## src/rtl/pwm_tx_pkg.sv

```systemverilog
package pwm_tx_pkg;
  typedef enum logic {
    MODE_PWM = 1'b0,
    MODE_NRZ = 1'b1
  } line_mode_e;

  localparam int LOW_W_DEF   = 9;
  localparam int PER_W_DEF   = 16;
  localparam int MAX_LOW_DEF = 399;
endpackage

```

## src/rtl/pwm_cfg_check.sv

```systemverilog
module pwm_cfg_check #(
  parameter int LOW_W   = pwm_tx_pkg::LOW_W_DEF,
  parameter int PER_W   = pwm_tx_pkg::PER_W_DEF,
  parameter int MAX_LOW = pwm_tx_pkg::MAX_LOW_DEF
) (
  input  pwm_tx_pkg::line_mode_e mode,
  input  logic [LOW_W-1:0]       low1,
  input  logic [LOW_W-1:0]       low0,
  input  logic [PER_W-1:0]       per,
  output logic                   bad
);
  localparam logic [LOW_W-1:0] LOW_LIM = LOW_W'(MAX_LOW);
  localparam logic [PER_W-1:0] PER_MIN = PER_W'(MAX_LOW + 2);

  logic low_bad;
  logic per_bad;

  always_comb begin
    low_bad = (low1 > LOW_LIM) || (low0 > LOW_LIM);
    per_bad = (per < PER_MIN);
    bad     = per_bad || ((mode == pwm_tx_pkg::MODE_PWM) && low_bad);
  end
endmodule

```

## src/rtl/pwm_bit_timer.sv

```systemverilog
module pwm_bit_timer #(
  parameter int PER_W = pwm_tx_pkg::PER_W_DEF
) (
  input  logic             clk,
  input  logic             rst_n,
  input  logic             accept,
  input  logic [PER_W-1:0] per_q,
  output logic             busy,
  output logic [PER_W-1:0] cnt,
  output logic             last
);
  logic             busy_d;
  logic [PER_W-1:0] cnt_d;
  logic             cnt_en;

  always_comb begin
    last   = busy && (cnt == per_q - PER_W'(1));
    busy_d = busy;
    cnt_d  = cnt;
    cnt_en = 1'b0;
    if (accept) begin
      busy_d = 1'b1;
      cnt_d  = '0;
      cnt_en = 1'b1;
    end else if (last) begin
      busy_d = 1'b0;
    end else if (busy) begin
      cnt_d  = cnt + PER_W'(1);
      cnt_en = 1'b1;
    end
  end

  always_ff @(posedge clk or negedge rst_n) begin
    if (!rst_n) begin
      busy <= 1'b0;
    end else begin
      busy <= busy_d;
    end
  end

  always_ff @(posedge clk or negedge rst_n) begin
    if (!rst_n) begin
      cnt <= '0;
    end else if (cnt_en) begin
      cnt <= cnt_d;
    end
  end

  // the position inside a period never reaches the period length
  p_cnt_in_range_r4: assert property (@(posedge clk) disable iff (!rst_n)
    busy |-> (cnt < per_q));

  // a bit taken in the final clock starts at position zero with no idle clock
  p_gapless_wrap_r7: assert property (@(posedge clk) disable iff (!rst_n)
    (last && accept) |=> (busy && cnt == '0));
endmodule

```

## src/rtl/pwm_line_enc.sv

```systemverilog
module pwm_line_enc #(
  parameter int LOW_W = pwm_tx_pkg::LOW_W_DEF,
  parameter int PER_W = pwm_tx_pkg::PER_W_DEF
) (
  input  logic                   busy,
  input  pwm_tx_pkg::line_mode_e mode,
  input  logic                   bit_val,
  input  logic [LOW_W-1:0]       low1,
  input  logic [LOW_W-1:0]       low0,
  input  logic [PER_W-1:0]       cnt,
  output logic                   drive_low
);
  logic [LOW_W-1:0] low_sel;
  logic             in_low;

  always_comb begin
    low_sel = bit_val ? low1 : low0;
    in_low  = (cnt <= PER_W'(low_sel));
    if (!busy) begin
      drive_low = 1'b0;
    end else if (mode == pwm_tx_pkg::MODE_NRZ) begin
      drive_low = ~bit_val;
    end else begin
      drive_low = in_low;
    end
  end
endmodule

```

## src/rtl/pwm_bit_tx.sv

```systemverilog
module pwm_bit_tx #(
  parameter int LOW_W   = pwm_tx_pkg::LOW_W_DEF,
  parameter int PER_W   = pwm_tx_pkg::PER_W_DEF,
  parameter int MAX_LOW = pwm_tx_pkg::MAX_LOW_DEF
) (
  input  logic             clk,
  input  logic             rst_n,
  input  logic             line_mode,
  input  logic [LOW_W-1:0] low1_cnt,
  input  logic [LOW_W-1:0] low0_cnt,
  input  logic [PER_W-1:0] bit_clks,
  input  logic             bit_valid,
  input  logic             bit_data,
  output logic             bit_ready,
  output logic             busy,
  output logic             bus_drive_low,
  output logic             config_error
);
  import pwm_tx_pkg::*;

  logic [1:0]       rst_sync;
  logic             rst_q_n;
  logic             cfg_bad;
  logic             accept;
  logic             cap_en;
  logic             last;
  logic [PER_W-1:0] cnt;
  line_mode_e       mode_in;
  line_mode_e       mode_q;
  logic [LOW_W-1:0] low1_q;
  logic [LOW_W-1:0] low0_q;
  logic [PER_W-1:0] per_q;
  logic             bit_q;

  // asynchronous assertion, synchronous release
  always_ff @(posedge clk or negedge rst_n) begin
    if (!rst_n) begin
      rst_sync <= 2'b00;
    end else begin
      rst_sync <= {rst_sync[0], 1'b1};
    end
  end
  assign rst_q_n = rst_sync[1];

  assign mode_in = line_mode_e'(line_mode);

  pwm_cfg_check #(.LOW_W(LOW_W), .PER_W(PER_W), .MAX_LOW(MAX_LOW)) u_chk (
    .mode (mode_in),
    .low1 (low1_cnt),
    .low0 (low0_cnt),
    .per  (bit_clks),
    .bad  (cfg_bad)
  );

  always_comb begin
    bit_ready    = busy ? last : ~cfg_bad;
    accept       = bit_valid && bit_ready;
    cap_en       = accept && !busy;
    config_error = cfg_bad;
  end

  // timing settings: loaded only on a start from idle
  always_ff @(posedge clk or negedge rst_q_n) begin
    if (!rst_q_n) begin
      mode_q <= MODE_PWM;
      low1_q <= '0;
      low0_q <= '0;
      per_q  <= PER_W'(MAX_LOW + 2);
    end else if (cap_en) begin
      mode_q <= mode_in;
      low1_q <= low1_cnt;
      low0_q <= low0_cnt;
      per_q  <= bit_clks;
    end
  end

  always_ff @(posedge clk or negedge rst_q_n) begin
    if (!rst_q_n) begin
      bit_q <= 1'b0;
    end else if (accept) begin
      bit_q <= bit_data;
    end
  end

  pwm_bit_timer #(.PER_W(PER_W)) u_tmr (
    .clk    (clk),
    .rst_n  (rst_q_n),
    .accept (accept),
    .per_q  (per_q),
    .busy   (busy),
    .cnt    (cnt),
    .last   (last)
  );

  pwm_line_enc #(.LOW_W(LOW_W), .PER_W(PER_W)) u_enc (
    .busy      (busy),
    .mode      (mode_q),
    .bit_val   (bit_q),
    .low1      (low1_q),
    .low0      (low0_q),
    .cnt       (cnt),
    .drive_low (bus_drive_low)
  );

  // an idle block never pulls the line
  p_idle_released_r1: assert property (@(posedge clk) disable iff (!rst_q_n)
    !busy |-> !bus_drive_low);

  // a bad setting seen while idle keeps the block idle
  p_error_blocks_r5: assert property (@(posedge clk) disable iff (!rst_q_n)
    (!busy && config_error) |=> !busy);

  // captured settings hold through a busy stretch
  p_cfg_hold_r8: assert property (@(posedge clk) disable iff (!rst_q_n)
    (busy && $past(busy)) |-> ($stable(per_q) && $stable(low1_q) &&
                               $stable(low0_q) && $stable(mode_q)));

  // a pulse-width period opens with the line pulled low
  p_pwm_opens_low_r2: assert property (@(posedge clk) disable iff (!rst_q_n)
    ($rose(busy) && mode_q == MODE_PWM) |-> bus_drive_low);
endmodule

```

## config.mk

```make
export PLATFORM = sky130hd
export DESIGN_NAME = pwm_bit_tx
export DESIGN_NICKNAME = d
export VERILOG_FILES = /design/src/rtl/pwm_tx_pkg.sv /design/src/rtl/pwm_cfg_check.sv /design/src/rtl/pwm_bit_timer.sv /design/src/rtl/pwm_line_enc.sv /design/src/rtl/pwm_bit_tx.sv
export SDC_FILE = /design/constraint.sdc
export NUM_CORES = 1
export LEC_CHECK = 0
export ABC_AREA = 1
export BUFFER_PORTS_ARGS = -buffer_cell sky130_fd_sc_hd__buf_2
export CAP_MARGIN = 20
export CORE_MARGIN = 5
export CORE_UTILIZATION = 59
export DETAILED_ROUTE_END_ITERATION = 16
export GPL_TIMING_DRIVEN = 0
export PLACE_DENSITY = 0.89
export SLEW_MARGIN = 20
export SYNTH_ARGS = -nofsm -noshare
export SYNTH_HDL_FRONTEND = slang
export SYNTH_SLANG_ARGS = --single-unit
```

## constraint.sdc

```tcl
create_clock -name clk -period 3.5 [get_ports clk]
set_clock_uncertainty 0.2 [all_clocks]
set_input_delay 0.7 -clock clk [delete_from_list [all_inputs] [get_ports clk]]
set_output_delay 0.7 -clock clk [all_outputs]
set_load 0.005 [all_outputs]
```

---- Word level (Yosys, flattened, before mapping) ----
Cells that the tools add are included.
word-level totals
  register bits after elaboration ......... 55
  input port bits ......................... 39
  output and inout bits ................... 4
  logic and storage cells ................. 41
operators by class
  $add $sub $neg .......................... 2
  $lt $le $gt $ge ......................... 4
  eq/ne operators ......................... 2
  muxes and demuxes ....................... 12
  bitwise logic cells ..................... 3
  reduce and logical (&&, ||, !) cells .... 10
operators with widths
  cell                   number
  $mux 16                3
  $gt 9x9->1 const B     2
  $add 16x1->16 const B  1
  $eq 16x16->1           1
  $le 16x9->1            1
  $lt 16x9->1 const B    1
  $sub 16x1->16 const B  1
  $mux 9                 1
  $mux 1                 8
  $logic_and 1x1->1      4
  $reduce_bool 2->1      2
  $not 1->1              3
  $reduce_and 3->1       1
  $logic_or 1x1->1       2
  $ne 2x2->1 const B     1
  $logic_not 1->1        1

---- Longest topological paths before layout ----
  depth in word-level cells ............... 9
  gate-level depth with buffers ........... 17
  depth with buffers taken out ............ 17

---- Cells and area by module ----
A second synthesis with hierarchy kept.
second synthesis, totals
  cells, all modules ...................... 547
  area total of the unflattened synthesis .. 3926.3 um^2
by module, submodules not included
  module         instances  cells an instance  area an instance (um^2)  sequential area each (um^2)
  pwm_bit_timer  1          296                1894.3                   425.4
  pwm_bit_tx     1          167                1544.0                   955.9
  pwm_line_enc   1          57                 375.4                    0.0
  pwm_cfg_check  1          27                 112.6                    0.0

---- Worst setup path before layout ----
Ideal clock, no wire load.
  path kind ............................... reg-to-output
  start ................................... register per_q[0]
  end ..................................... output bit_ready
  arrival time ............................ 1.958 ns
  data required time ...................... 2.600 ns
  setup slack ............................. 0.642 ns
  stages on the path, launching flop included .. 13
  path buffers ............................ 1
  cells stage by stage .................... dfstp_2 > inv_1 > ha_1 > or2_0 > nand3_1 > nand2_1 > nand3b_1 > nor3_2 > nand2_2 > nand2_4 > buf_4 > nand2_1 > inv_1
between the ends
  cells in the longest elaborated chain, start to end .. 4
ends and longest elaborated chain
  item                    line                 RTL
  start, declared         pwm_bit_tx.sv:32     logic [PER_W-1:0] per_q;
  start signal, assigned  pwm_bit_tx.sv:68     per_q <= PER_W'(MAX_LOW + 2);
  start signal, assigned  pwm_bit_tx.sv:73     per_q <= bit_clks;
  $sub 16x1->16           pwm_bit_timer.sv:17  last = busy && (cnt == per_q - PER_W'(1));
  $eq 16x16->1            pwm_bit_timer.sv:17
  $logic_and 1x1->1       pwm_bit_timer.sv:17
  $mux 1                  pwm_bit_tx.sv:56     bit_ready = busy ? last : ~cfg_bad;
  end, declared           pwm_bit_tx.sv:14     output logic bit_ready,
Every way passes these cells.

---- Final worst setup path ----
Same ends and word-level chain as after synthesis.

==> results.json <==
{
  "ant_nets": 0,
  "cts_sinks": 55,
  "core-area_um2": 5960,
  "cts_inserted_buffers": 5,
  "finalSetupViolations": 0,
  "crit_arrival_ns": 2.42,
  "grt_max_degree": 31,
  "power.density_nw_per_um2": 290,
  "peakVddDrop_mv": 0.294,
  "cts.clk_slew.worst_paths_ns": 0.10,
  "drive_above_1_share": 0.147,
  "power_w": 0.00120,
  "port_buffers": 42,
  "grt_use_total": 0.262,
  "outcome": "complete, no violations",
  "cellLeakagePower_nw": 2.13,
  "hp-class": "reg -> async",
  "criticalPathCategory": "reg -> out",
  "synthesis.nets": 549,
  "start_kind": "flip-flop",
  "syn_inst": 499,
  "clk_latency_ns": 0.32,
  "htree_levels": 2,
  "via_per_inst": 5.65,
  "synth_cell_types": 40,
  "rsz0062_at_grt": "false",
  "ys_warn_count": 0,
  "tightest_slew_ns": 0.553,
  "netlist_area_um2": 3630,
  "fin_crit_sh": 0.950,
  "n_antenna_cell": 0,
  "critPathRequiredTime_ns": 2.60,
  "drtIter0Drc": 304,
  "setup_slack_ns": 0.176,
  "max_freq_mhz": 301,
  "pin_count": 43,
  "fin_tns_setup_ns": 0,
  "cts_tree": "done",
  "synth_edf_count": 0,
  "overflow": 0,
  "async_flop_share": 1.00,
  "die_h_um": 88.4,
  "dieArea_um2": 7820,
  "dieWidth_um": 88.4,
  "totalWireLength_um": 9440,
  "clk_path_buf_depth": 2,
  "cp_cell_sequence": "inv_1 > ha_1 > or2_0 > nand3_1 > nand2_1 > nand3b_1 > nor3_2 > nand2_2 > nand2_8 > nand2_1 > inv_1 > buf_2",
  "dp_hpwl_um": 7080,
  "area_delta_synth_final_pct": 13.8,
  "worstSetupEndpointType": "output pin",
  "grt_first_pass_wirelength_um": 15900,
  "ys.flop_type": "dfrtp_1",
  "finish.net_count": 601,
  "vias": 3543,
  "place_ws_ns": 0.319,
  "first_pass_iters": 5,
  "finish.utilization": 0.693,
  "drc": 0,
  "initial_core_util": 0.609,
  "grt_pass1_vias": 3479,
  "num_rows": 28,
  "slew_viol_final": 0,
  "nFillCells": 493,
  "critical_path_buf_inv_count": 3,
  "crit_fanout": 4,
  "routabilityCongestion": 0.959,
  "ys_seq_elements": 55,
  "synth_area_per_cell_um2": 7.27,
  "max_stage_delay_ns": 0.58,
  "wire_per_inst_um": 15.1,
  "ys_seq_area_frac": 0.381,
  "slew_headroom": 0.631,
  "cp_slowest_cell": "dfstp_2",
  "finalHoldViolCount": 0,
  "maxCapViolCount": 0,
  "cts_root_buffer": "clkbuf_8",
  "finalCriticalPeriod_ns": 3.32,
  "antenna_found_initial": 0,
  "crit_family": "simple AND/OR/NAND/NOR gates"
}
## layer usage
| metal | share of wire | global-route usage | up-vias | wire length (um) |
|---|---|---|---|---|
| li1 | - | - | 1695 | - |
| met1 | 0.40 | 0.313 | 1678 | 3730 |
| met2 | 0.51 | 0.470 | 142 | 4850 |
| met3 | 0.060 | 0.0382 | 28 | 566 |
| met4 | 0.031 | 0.113 | 0 | 295 |
| met5 | 0 | 0 | - | 0 |
## worst register-to-register path: stages (launching register included)
cell	delay, ns
dfstp_2	0.58
inv_1	0.08
ha_1	0.26
or2_0	0.25
nand3_1	0.08
nand2_1	0.06
nand3b_1	0.17
nor3_2	0.19
nand2_2	0.14
nand2_8	0.09
buf_4	0.21
nand3_4	0.16
buf_6	0.18
nand3_1	0.08
nand2_1	0.05
## sequential cells by signal (all words and copies together), names as in the netlist
name / flops
bit_q: 1
low0_q: 9
low1_q: 9
mode_q: 1
per_q: 16
rst_sync: 2
u_tmr.busy: 1
u_tmr.cnt: 16
## power breakdown
group	total [W]	internal, W	switching, W
Clock	0.000503	0.000285	0.000218
Sequential	0.000642	0.000636	0.00000565
Combinational	0.0000510	0.0000230	0.0000279
Total	0.00120	0.000945	0.000251
## layout make-up
type / instances / area [um2] / share of cell area
clock buffer: 5 / 68.8 / 0.0167
clock inverter: 3 / 67.6 / 0.0164
timing repair buffer: 46 / 255 / 0.0618
multi-input combinational: 353 / 1910 / 0.462
sequential: 55 / 1380 / 0.335
buffer: 14 / 70.1 / 0.0170
inverter: 76 / 285 / 0.0691
tap: 75 / 93.8 / 0.0227
## cell usage in the layout (no fill, tap or decap), types with 2 or more instances in the layout
| master | count |
|---|---|
| a21oi_1 | 9 |
| buf_2 | 45 |
| buf_4 | 3 |
| bufinv_16 | 2 |
| clkbuf_1 | 7 |
| clkbuf_2 | 2 |
| clkbuf_8 | 5 |
| clkinv_1 | 2 |
| dfrtp_1 | 50 |
| dfstp_2 | 4 |
| ha_1 | 11 |
| inv_1 | 73 |
| mux2i_1 | 8 |
| nand2_1 | 125 |
| nand2_2 | 2 |
| nand3_1 | 40 |
| nand3_2 | 2 |
| nand3b_1 | 8 |
| nand4_1 | 3 |
| nor2_1 | 45 |
| nor2_2 | 4 |
| nor2_4 | 2 |
| nor3_1 | 6 |
| nor3b_1 | 2 |
| nor4_1 | 8 |
| o211ai_1 | 9 |
| o21ai_0 | 35 |
| xnor2_1 | 10 |
| xor2_1 | 12 |
## synth_stat cells (2+ instances only)
master,number,share of area
nand2_1,125,0.13
inv_1,73,0.076
dfrtp_1,51,0.35
nor2_1,45,0.047
nand3_1,40,0.055
o21ai_0,36,0.050
xor2_1,12,0.029
ha_1,11,0.038
xnor2_1,10,0.024
a21oi_1,9,0.012
o211ai_1,9,0.019
mux2i_1,8,0.022
nand3b_1,8,0.017
nor4_1,8,0.014
clkbuf_1,7,0.0072
nor3_1,6,0.0083
buf_2,4,0.0055
dfstp_2,4,0.029
nor2_2,4,0.0069
nand4_1,3,0.0052
clkbuf_2,2,0.0028
clkinv_1,2,0.0021
nand2_2,2,0.0034
nand3_2,2,0.0055
nor2_4,2,0.0062
nor3b_1,2,0.0041
## kinds of logic (layout without fill, tap and decap cells)
kind of cell | count (synthesis) | after routing | share of synthesized area
AO/OA/AOI/OAI | 59 | 59 | 0.0907
XOR/XNOR | 22 | 22 | 0.0531
adder cells (fa/ha/maj) | 11 | 11 | 0.0379
buffers and inverters | 91 | 144 | 0.0993
flip-flops | 55 | 55 | 0.381
multiplexers | 8 | 8 | 0.0221
other | 1 | 1 | 0.00103
AND/OR/NAND/NOR | 252 | 252 | 0.315
## timing repair
action                                  CTS  global route
gates resized for setup                   0             6
setup buffers                             1             1
pin swaps                                 1             0
hold buffers                              1             0
endpoints found under the setup margin    1             2
endpoints found under the hold margin     2             0
## final timing paths
check	from	to	slack [ns]	cells after the start
max	per_q[0]	bit_ready	0.18	12
min	rst_sync[1]	per_q[13]	0.06	0
max reg2reg	per_q[0]	u_tmr.cnt[10]	0.62	14
min reg2reg	rst_sync[1]	per_q[13]	0.06	0
max in group asynchronous	rst_sync[1]	u_tmr.cnt[14]	2.47	1
min in group clk	rst_sync[0]	rst_sync[1]	0.17	0
## through the flow
stage | hold WS, ns | instance area, um2 | cells
2_1_floorplan | 0.131 | 3630 | 499
6_report | 0.0637 | 4130 | 627
4_1_cts | 0.0732 | 4100 | 626
3_5_place_dp | 0.0635 | 3950 | 617
5_1_grt | 0.121 | 4130 | 627
3_3_place_gp | 0.136 | 3930 | 616
(Power assumes the default switching activity.)
